**src/rtl/pnic_pkg.sv**
```systemverilog
package pnic_pkg;

   typedef enum logic [1:0] {
      ADDR_CFG  = 2'd0,
      ADDR_MASK = 2'd1,
      ADDR_PCLR = 2'd2,
      ADDR_ICLR = 2'd3
   } reg_addr_e;

   localparam int CFG_EN_BIT  = 0;
   localparam int CFG_GRP_BIT = 1;
   localparam int CFG_HP_LSB  = 8;

   // table position of source s when serial channels are at the top
   function automatic int pos_grouped(input int s);
      return s - 1;
   endfunction

   // table position of source s when serial channels are spread
   function automatic int pos_spread(input int s, input int nsrc, input int nhs);
      int step;
      int j;
      step = nsrc / nhs;
      if (s >= 1 && s <= nhs) return (s - 1) * step;
      j = s - 1 - nhs;
      return j + j / (step - 1) + 1;
   endfunction

endpackage

```
**src/rtl/pnic_rank_map.sv**
```systemverilog
module pnic_rank_map #(
   parameter int NUM_SRC = 32,
   parameter int VEC_W   = 5,
   parameter int NUM_HS  = 4,
   parameter int KEY_W   = VEC_W + 1
) (
   input  logic                            grouped_i,
   input  logic [VEC_W-1:0]                hp_src_i,
   output logic [NUM_SRC-1:0][KEY_W-1:0]   key_o
);
   import pnic_pkg::*;

   for (genvar i = 0; i < NUM_SRC; i++) begin : g_key
      if (i == 0) begin : g_none
         assign key_o[i] = '1;
      end else begin : g_real
         localparam int RG = pos_grouped(i);
         localparam int RS = pos_spread(i, NUM_SRC, NUM_HS);
         logic [KEY_W-1:0] base_key;
         assign base_key = grouped_i ? KEY_W'(RG + 1) : KEY_W'(RS + 1);
         assign key_o[i] = (hp_src_i == VEC_W'(i)) ? '0 : base_key;
      end
   end

endmodule

```
**src/rtl/pnic_arbiter.sv**
```systemverilog
module pnic_arbiter #(
   parameter int NUM_SRC = 32,
   parameter int VEC_W   = 5,
   parameter int KEY_W   = VEC_W + 1
) (
   input  logic                            clk,
   input  logic                            rst_n,
   input  logic [NUM_SRC-1:0]              req_i,
   input  logic [NUM_SRC-1:0][KEY_W-1:0]   key_i,
   output logic                            valid_o,
   output logic [VEC_W-1:0]                idx_o,
   output logic [KEY_W-1:0]                key_o
);

   always_comb begin
      idx_o = '0;
      key_o = '1;
      for (int i = 0; i < NUM_SRC; i++) begin
         if (req_i[i] && (key_i[i] < key_o)) begin
            key_o = key_i[i];
            idx_o = VEC_W'(i);
         end
      end
   end

   assign valid_o = |req_i;


   win_is_req_chk: assert property (@(posedge clk) disable iff (!rst_n)
      valid_o |-> req_i[idx_o]);


   idle_no_win_chk: assert property (@(posedge clk) disable iff (!rst_n)
      !valid_o |-> (idx_o == '0));

endmodule

```
**src/rtl/pnic_src_bank.sv**
```systemverilog
module pnic_src_bank #(
   parameter int NUM_SRC = 32
) (
   input  logic               clk,
   input  logic               rst_n,
   input  logic [NUM_SRC-1:0] src_i,
   input  logic               mask_we_i,
   input  logic [NUM_SRC-1:0] mask_d_i,
   input  logic [NUM_SRC-1:0] pend_clr_i,
   input  logic [NUM_SRC-1:0] insv_clr_i,
   input  logic [NUM_SRC-1:0] ack_set_i,
   output logic [NUM_SRC-1:0] pend_o,
   output logic [NUM_SRC-1:0] mask_o,
   output logic [NUM_SRC-1:0] insv_o
);

   for (genvar i = 0; i < NUM_SRC; i++) begin : g_src
      if (i == 0) begin : g_rsvd
         assign pend_o[i] = 1'b0;
         assign mask_o[i] = 1'b0;
         assign insv_o[i] = 1'b0;
      end else begin : g_live
         logic pend_q, mask_q, insv_q;
         always_ff @(posedge clk or negedge rst_n) begin
            if (!rst_n) begin
               pend_q <= 1'b0;
               mask_q <= 1'b0;
               insv_q <= 1'b0;
            end else begin
               pend_q <= src_i[i] | (pend_q & ~pend_clr_i[i] & ~ack_set_i[i]);
               insv_q <= ack_set_i[i] | (insv_q & ~insv_clr_i[i]);
               if (mask_we_i) mask_q <= mask_d_i[i];
            end
         end
         assign pend_o[i] = pend_q;
         assign mask_o[i] = mask_q;
         assign insv_o[i] = insv_q;


         event_beats_clr_chk: assert property (@(posedge clk) disable iff (!rst_n)
            src_i[i] |=> pend_q);
      end
   end

endmodule

```
**src/rtl/prio_nest_intc.sv**
```systemverilog
module prio_nest_intc #(
   parameter int NUM_SRC = 32,
   parameter int VEC_W   = 5,
   parameter int NUM_HS  = 4
) (
   input  logic               clk,
   input  logic               rst_n,
   input  logic [NUM_SRC-1:0] src_i,
   input  logic               wr_en_i,
   input  logic [1:0]         wr_addr_i,
   input  logic [NUM_SRC-1:0] wr_data_i,
   input  logic               ack_i,
   output logic               irq_o,
   output logic [VEC_W-1:0]   vec_o,
   output logic [NUM_SRC-1:0] pend_o,
   output logic [NUM_SRC-1:0] insv_o
);
   import pnic_pkg::*;

   localparam int KEY_W = VEC_W + 1;
   localparam int STEP  = NUM_SRC / NUM_HS;

   if (NUM_SRC != (1 << VEC_W)) begin : g_bad_w
      $error("NUM_SRC must equal 2**VEC_W");
   end
   if (NUM_HS < 1 || STEP < 2 || (NUM_SRC % NUM_HS) != 0) begin : g_bad_hs
      $error("NUM_HS must divide NUM_SRC with a step of at least 2");
   end
   if (CFG_HP_LSB + VEC_W > NUM_SRC) begin : g_bad_cfg
      $error("config field does not fit the write data");
   end

   // configuration
   logic             en_q, grp_q;
   logic [VEC_W-1:0] hp_q;
   logic             cfg_we;

   assign cfg_we = wr_en_i && (wr_addr_i == ADDR_CFG);

   always_ff @(posedge clk or negedge rst_n) begin
      if (!rst_n) begin
         en_q  <= 1'b0;
         grp_q <= 1'b0;
         hp_q  <= '0;
      end else if (cfg_we) begin
         en_q <= wr_data_i[CFG_EN_BIT];
         hp_q <= wr_data_i[CFG_HP_LSB +: VEC_W];
         if (!en_q) grp_q <= wr_data_i[CFG_GRP_BIT];
      end
   end

   // source state
   logic [NUM_SRC-1:0] pend, mask, insv, ack_set, pclr, iclr;

   assign pclr = (wr_en_i && wr_addr_i == ADDR_PCLR) ? wr_data_i : '0;
   assign iclr = (wr_en_i && wr_addr_i == ADDR_ICLR) ? wr_data_i : '0;

   pnic_src_bank #(.NUM_SRC(NUM_SRC)) u_bank (
      .clk        (clk),
      .rst_n      (rst_n),
      .src_i      (src_i),
      .mask_we_i  (wr_en_i && wr_addr_i == ADDR_MASK),
      .mask_d_i   (wr_data_i),
      .pend_clr_i (pclr),
      .insv_clr_i (iclr),
      .ack_set_i  (ack_set),
      .pend_o     (pend),
      .mask_o     (mask),
      .insv_o     (insv)
   );

   // priority keys
   logic [NUM_SRC-1:0][KEY_W-1:0] keys;

   pnic_rank_map #(.NUM_SRC(NUM_SRC), .VEC_W(VEC_W), .NUM_HS(NUM_HS), .KEY_W(KEY_W)) u_map (
      .grouped_i (grp_q),
      .hp_src_i  (hp_q),
      .key_o     (keys)
   );

   // arbitration: best requester and best in-service source
   logic             win_v, isr_v;
   logic [VEC_W-1:0] win_idx, isr_idx;
   logic [KEY_W-1:0] win_key, isr_key;
   logic             grant_ok;

   pnic_arbiter #(.NUM_SRC(NUM_SRC), .VEC_W(VEC_W), .KEY_W(KEY_W)) u_req_arb (
      .clk     (clk),
      .rst_n   (rst_n),
      .req_i   (pend & mask),
      .key_i   (keys),
      .valid_o (win_v),
      .idx_o   (win_idx),
      .key_o   (win_key)
   );

   pnic_arbiter #(.NUM_SRC(NUM_SRC), .VEC_W(VEC_W), .KEY_W(KEY_W)) u_isr_arb (
      .clk     (clk),
      .rst_n   (rst_n),
      .req_i   (insv),
      .key_i   (keys),
      .valid_o (isr_v),
      .idx_o   (isr_idx),
      .key_o   (isr_key)
   );

   assign grant_ok = win_v && (!isr_v || (win_key < isr_key));
   assign ack_set  = (ack_i && en_q && grant_ok) ? (NUM_SRC'(1) << win_idx) : '0;

   logic             irq_q;
   logic [VEC_W-1:0] vec_q;

   always_ff @(posedge clk or negedge rst_n) begin
      if (!rst_n) begin
         irq_q <= 1'b0;
         vec_q <= '0;
      end else begin
         irq_q <= en_q && grant_ok;
         if (ack_i && en_q) vec_q <= grant_ok ? win_idx : '0;
      end
   end

   assign irq_o  = irq_q;
   assign vec_o  = vec_q;
   assign pend_o = pend;
   assign insv_o = insv;


   ack_sets_insv_chk: assert property (@(posedge clk) disable iff (!rst_n)
      (ack_i && en_q && grant_ok) |=> insv[$past(win_idx)] && (vec_q == $past(win_idx)));


   none_vec_chk: assert property (@(posedge clk) disable iff (!rst_n)
      (ack_i && en_q && !grant_ok && !wr_en_i) |=> (vec_q == '0) && $stable(insv));


   masked_quiet_chk: assert property (@(posedge clk) disable iff (!rst_n)
      ((pend & mask) == '0) |=> !irq_q);


   mode_hold_chk: assert property (@(posedge clk) disable iff (!rst_n)
      en_q |=> $stable(grp_q));


   off_quiet_chk: assert property (@(posedge clk) disable iff (!rst_n)
      !en_q |=> !irq_q);

   for (genvar i = 1; i < NUM_SRC; i++) begin : g_nest_chk

      nest_block_chk: assert property (@(posedge clk) disable iff (!rst_n)
         (insv[i] && grant_ok) |-> (win_key < keys[i]));
   end

endmodule

```
**config.mk**
```make
export PLATFORM = sky130hd
export DESIGN_NAME = prio_nest_intc
export DESIGN_NICKNAME = d
export VERILOG_FILES = /design/src/rtl/pnic_pkg.sv /design/src/rtl/pnic_rank_map.sv /design/src/rtl/pnic_arbiter.sv /design/src/rtl/pnic_src_bank.sv /design/src/rtl/prio_nest_intc.sv
export SDC_FILE = /design/constraint.sdc
export NUM_CORES = 1
export LEC_CHECK = 0
export BUFFER_PORTS_ARGS = -buffer_cell sky130_fd_sc_hd__buf_2
export CAP_MARGIN = 10
export CELL_PAD_IN_SITES_DETAIL_PLACEMENT = 1
export CELL_PAD_IN_SITES_GLOBAL_PLACEMENT = 2
export CORE_MARGIN = 2
export CORE_UTILIZATION = 33
export CTS_CLUSTER_SIZE = 24
export DETAILED_ROUTE_END_ITERATION = 8
export GPL_TIMING_DRIVEN = 0
export PLACE_DENSITY = 0.76
export RECOVER_POWER = 25
export SLEW_MARGIN = 20
export SYNTH_ARGS = -nofsm -noshare
export SYNTH_HDL_FRONTEND = slang
export SYNTH_SLANG_ARGS = --single-unit
```
**constraint.sdc**
```tcl
create_clock -name clk -period 42.8 [get_ports clk]
set_input_delay 6.42 -clock clk [delete_from_list [all_inputs] [get_ports clk]]
set_output_delay 6.42 -clock clk [all_outputs]
set_load 0.01 [all_outputs]
```
==> run metrics <==
status finished with violations; violated checks capacitance limit, slew limit; Data arrival, critical path 42270 ps; # port buffers 136; number of inserted filler cells in the final layout about 6400; die height 233 um; Pins Over Slew Limit 109; class of the tightest hold or removal check reg2reg; worst-case reg-to-reg path depth 211; antenna cell count 0; element type at the critical path end flop; largest family of logic cells by synthesized area compound AO/OA/AOI/OAI gates; starting DRC count in detailed routing 1177; synthesized area 0.0173 sq mm; number of antenna violations at the first check in global routing 1; Worst setup endpoint u_bank.g_src[8].g_live.pend_q$_DFF_PN0_; DR vias/cell roughly 6.2; starting density of the core 33.5%; core box area between 0.05 and 0.06 sq mm; number of H-tree branching levels 3; Final HPWL DP between 60 and 70 mm; EDFF count, synth 0; highest-delay cell along the critical path sky130_fd_sc_hd__or4_4; TritonRoute pass-1 iters 7; worst slew margin relative to its limit -173%; xor-xnor portion of the synthesized cell area less than 1%; Top FF cell, synth sky130_fd_sc_hd__dfrtp_1; simple-gate share of the synthesized area ~26%; die area roughly 0.054 sq mm; first-pass GRT wire length 121 mm; endpoints failing setup 0; area growth from synthesis to final layout 32.2%; ANT nets after route 0; Reg-to-Reg Start hp_q[2]$_DFFE_PN0P_; remaining global-route overflow 0; reg2reg end u_bank.g_src[8].g_live.pend_q$_DFF_PN0_; worst setup path startpoint hp_q[2]$_DFFE_PN0P_; maximum fanout along the worst path 8; final hold vios 0; Worst-Margin Slew about 4100 ps; Die W 233 um; sequential-to-total area share from yosys stat 15.4%; #FFs+latches synth 106; routed length per placed instance around 24 um; clock-pin slew on the worst setup and hold paths 80 ps; required time at the endpoint of the critical path roughly 43000 ps; fraction of layout cells with a size suffix above 1 32.7%; number of buffers on the longest clock path 2; register-to-register path setup slack between 800 and 900 ps; Compound-Gate Fraction of Synth Area 36.6%; number of placement rows slightly above 80; maximum cell stage delay along the critical path roughly 580 ps; async set-reset flop share out of synthesis 100%; type of element launching the critical path flop; yosys warns 0; share of synthesized cell area in full adder, half adder and majority cells around 9.1%; worst skew pair latency approximately 400 ps; cell count after placement 3174; global-route usage over all layers between 20% and 30%; final RePlAce weighted congestion 0.953; Fmax 23.8 MHz; total length of routed wires 81.8 mm; cell at the root of the clock tree sky130_fd_sc_hd__clkbuf_16; total DRC errors in the routed layout 0; slack of the critical path ~800 ps; number of global-route vias before repair 20925; minimum clock period 41990 ps; cell with the most instances on the worst path sky130_fd_sc_hd__ha_4; pre-CTS setup slack -8910 ps; largest net degree at the start of global routing 70; Final Non-Filler Cells about 3400; number of distinct standard cells referenced by the synthesized netlist between 100 and 150; TritonCTS Buffers 9; I/O pin cnt 140; proportion of synthesized area in mux cells 6.86%; Clock Sink Count around 110; TritonCTS clock tree yes; mean instance size in the synthesized netlist between 7 and 8 sq um; cells after synthesis 2355; post-route fraction of the period consumed by the critical path a little under 100%; Crit Path Class reg2reg; total of max-cap violations 2; final layout net count 2896; overall via count from detail_route between 20000 and 25000; number of hold-repair buffers added at the cts stage 0; clock skew 15.6 ps
-- kinds of logic (layout without fill, tap and decap cells) --
logic type,Yosys count,in the layout
XOR/XNOR,1,1
multiplexers,108,108
buffers and inverters,226,576
other,1,2
AND/OR/NAND/NOR,921,921
flip-flops,106,106
adder cells (fa/ha/maj),125,125
AO/OA/AOI/OAI,867,867
-- how the worst min path moves through the flow --
stage	cells after the start	slack, ps	endpoint	startpoint
after floorplan	1	480	u_bank.g_src[10].g_live.mask_q$_DFFE_PN0P_	u_bank.g_src[10].g_live.mask_q$_DFFE_PN0P_
after global placement	1	490	u_bank.g_src[28].g_live.mask_q$_DFFE_PN0P_	u_bank.g_src[28].g_live.mask_q$_DFFE_PN0P_
after detailed placement	1	500	u_bank.g_src[15].g_live.mask_q$_DFFE_PN0P_	u_bank.g_src[15].g_live.mask_q$_DFFE_PN0P_
after CTS	1	520	u_bank.g_src[15].g_live.mask_q$_DFFE_PN0P_	u_bank.g_src[15].g_live.mask_q$_DFFE_PN0P_
after global routing	1	530	u_bank.g_src[19].g_live.mask_q$_DFFE_PN0P_	u_bank.g_src[19].g_live.mask_q$_DFFE_PN0P_
final	1	520	u_bank.g_src[19].g_live.mask_q$_DFFE_PN0P_	u_bank.g_src[19].g_live.mask_q$_DFFE_PN0P_
-- timing repair --
item / in CTS / in global routing
gates cloned: 0 / 1
resized for setup: 215 / 247
pin swaps: 71 / 164
endpoints found under the setup margin: 68 / 68
setup buffers: 88 / 111
-- area by class of cell --
type	count	area [sq um]	area share [%]
Clock inverter	6	83.8	0.367
Inverter	103	389	1.70
Multi-Input combinational cell	2024	15600	68.3
Tap cell	680	851	3.73
Clock buffer	10	229	1.00
Sequential cell	106	2660	11.6
Buffer	120	807	3.53
Timing Repair Buffer	337	2210	9.69
-- state kept, by name, summed over array words and instances (netlist names) --
| register | count |
|---|---|
| vec_o | 5 |
| irq_o | 1 |
| u_bank.g_src.g_live.pend_q | 31 |
| en_q | 1 |
| u_bank.g_src.g_live.mask_q | 31 |
| u_bank.g_src.g_live.insv_q | 31 |
| grp_q | 1 |
| hp_q | 5 |
-- synth_stat cells (22+ instances only) --
cell type / instances / area share, %
sky130_fd_sc_hd__inv_1: 100 / 2.2
sky130_fd_sc_hd__mux2i_1: 31 / 1.8
sky130_fd_sc_hd__dfrtp_1: 106 / 15
sky130_fd_sc_hd__o21ai_0: 135 / 3.9
sky130_fd_sc_hd__mux2_2: 75 / 4.9
sky130_fd_sc_hd__nor2_1: 192 / 4.2
sky130_fd_sc_hd__or3_1: 25 / 0.91
sky130_fd_sc_hd__o21a_1: 46 / 2.0
sky130_fd_sc_hd__clkbuf_1: 31 / 0.67
sky130_fd_sc_hd__o211ai_1: 35 / 1.5
sky130_fd_sc_hd__o31ai_1: 31 / 1.3
sky130_fd_sc_hd__buf_4: 67 / 2.9
sky130_fd_sc_hd__and2_1: 35 / 1.3
sky130_fd_sc_hd__a21oi_1: 151 / 4.4
sky130_fd_sc_hd__nand2_1: 349 / 7.6
sky130_fd_sc_hd__a21o_1: 54 / 2.3
sky130_fd_sc_hd__nand4_1: 22 / 0.80
sky130_fd_sc_hd__and3_1: 26 / 0.94
sky130_fd_sc_hd__nand3_1: 64 / 1.9
sky130_fd_sc_hd__nor3_1: 54 / 1.6
sky130_fd_sc_hd__o21ai_1: 22 / 0.64
sky130_fd_sc_hd__a31oi_1: 39 / 1.4
sky130_fd_sc_hd__ha_1: 125 / 9.1
sky130_fd_sc_hd__nand2b_1: 25 / 0.91
sky130_fd_sc_hd__a211oi_1: 32 / 1.4
-- per-layer routing --
metal,global-route usage (%),vias up,wire (um)
met5,0,-,0
met3,4.00,139,4210
li1,-,9645,-
met2,47.6,610,39400
met1,36.4,10507,35300
met4,11.4,0,2890
-- critical path: cells and delay by family (launching register included) --
kind	cells	cell delay [ps]
AND/OR/NAND/NOR	53	9900
AO/OA/AOI/OAI	96	17800
multiplexers	14	3900
buffers and inverters	20	2470
adder cells (fa/ha/maj)	28	7310
flip-flops	1	460
-- stage by stage --
step / util [%] / setup TNS (ps) / instance area, sq um / hold slack, ps
floorplan: - / 0 / 17300 / 479
global placement: 36.5 / -583470 / 18800 / 487
detailed placement: 36.6 / -575960 / 18900 / 499
CTS: 40.4 / 0 / 20800 / 519
global route: 44.3 / -35200 / 22800 / 533
finish: 44.3 / 0 / 22800 / 516
-- placed cells by master (no fill, tap or decap), types with 24 or more instances in the layout --
cell / netlist / layout
sky130_fd_sc_hd__clkbuf_1: 31 / 31
sky130_fd_sc_hd__a21oi_1: 151 / 127
sky130_fd_sc_hd__o21ai_0: 135 / 98
sky130_fd_sc_hd__nand2b_1: 25 / 24
sky130_fd_sc_hd__nand3_1: 64 / 57
sky130_fd_sc_hd__o31ai_1: 31 / 24
sky130_fd_sc_hd__o21ai_1: 22 / 34
sky130_fd_sc_hd__o211ai_1: 35 / 35
sky130_fd_sc_hd__buf_2: 19 / 140
sky130_fd_sc_hd__nor3_1: 54 / 47
sky130_fd_sc_hd__ha_4: 0 / 27
sky130_fd_sc_hd__a21o_1: 54 / 52
sky130_fd_sc_hd__buf_4: 67 / 259
sky130_fd_sc_hd__and2_1: 35 / 30
sky130_fd_sc_hd__o21a_1: 46 / 43
sky130_fd_sc_hd__inv_1: 100 / 92
sky130_fd_sc_hd__dfrtp_1: 106 / 103
sky130_fd_sc_hd__nor2_1: 192 / 175
sky130_fd_sc_hd__a31oi_1: 39 / 26
sky130_fd_sc_hd__and3_1: 26 / 25
sky130_fd_sc_hd__mux2_2: 75 / 65
sky130_fd_sc_hd__nand2_1: 349 / 331
sky130_fd_sc_hd__ha_1: 125 / 90
Power is not shown: default switching activity piles up to over one toggle a cycle in this logic, so the estimate is an artifact.
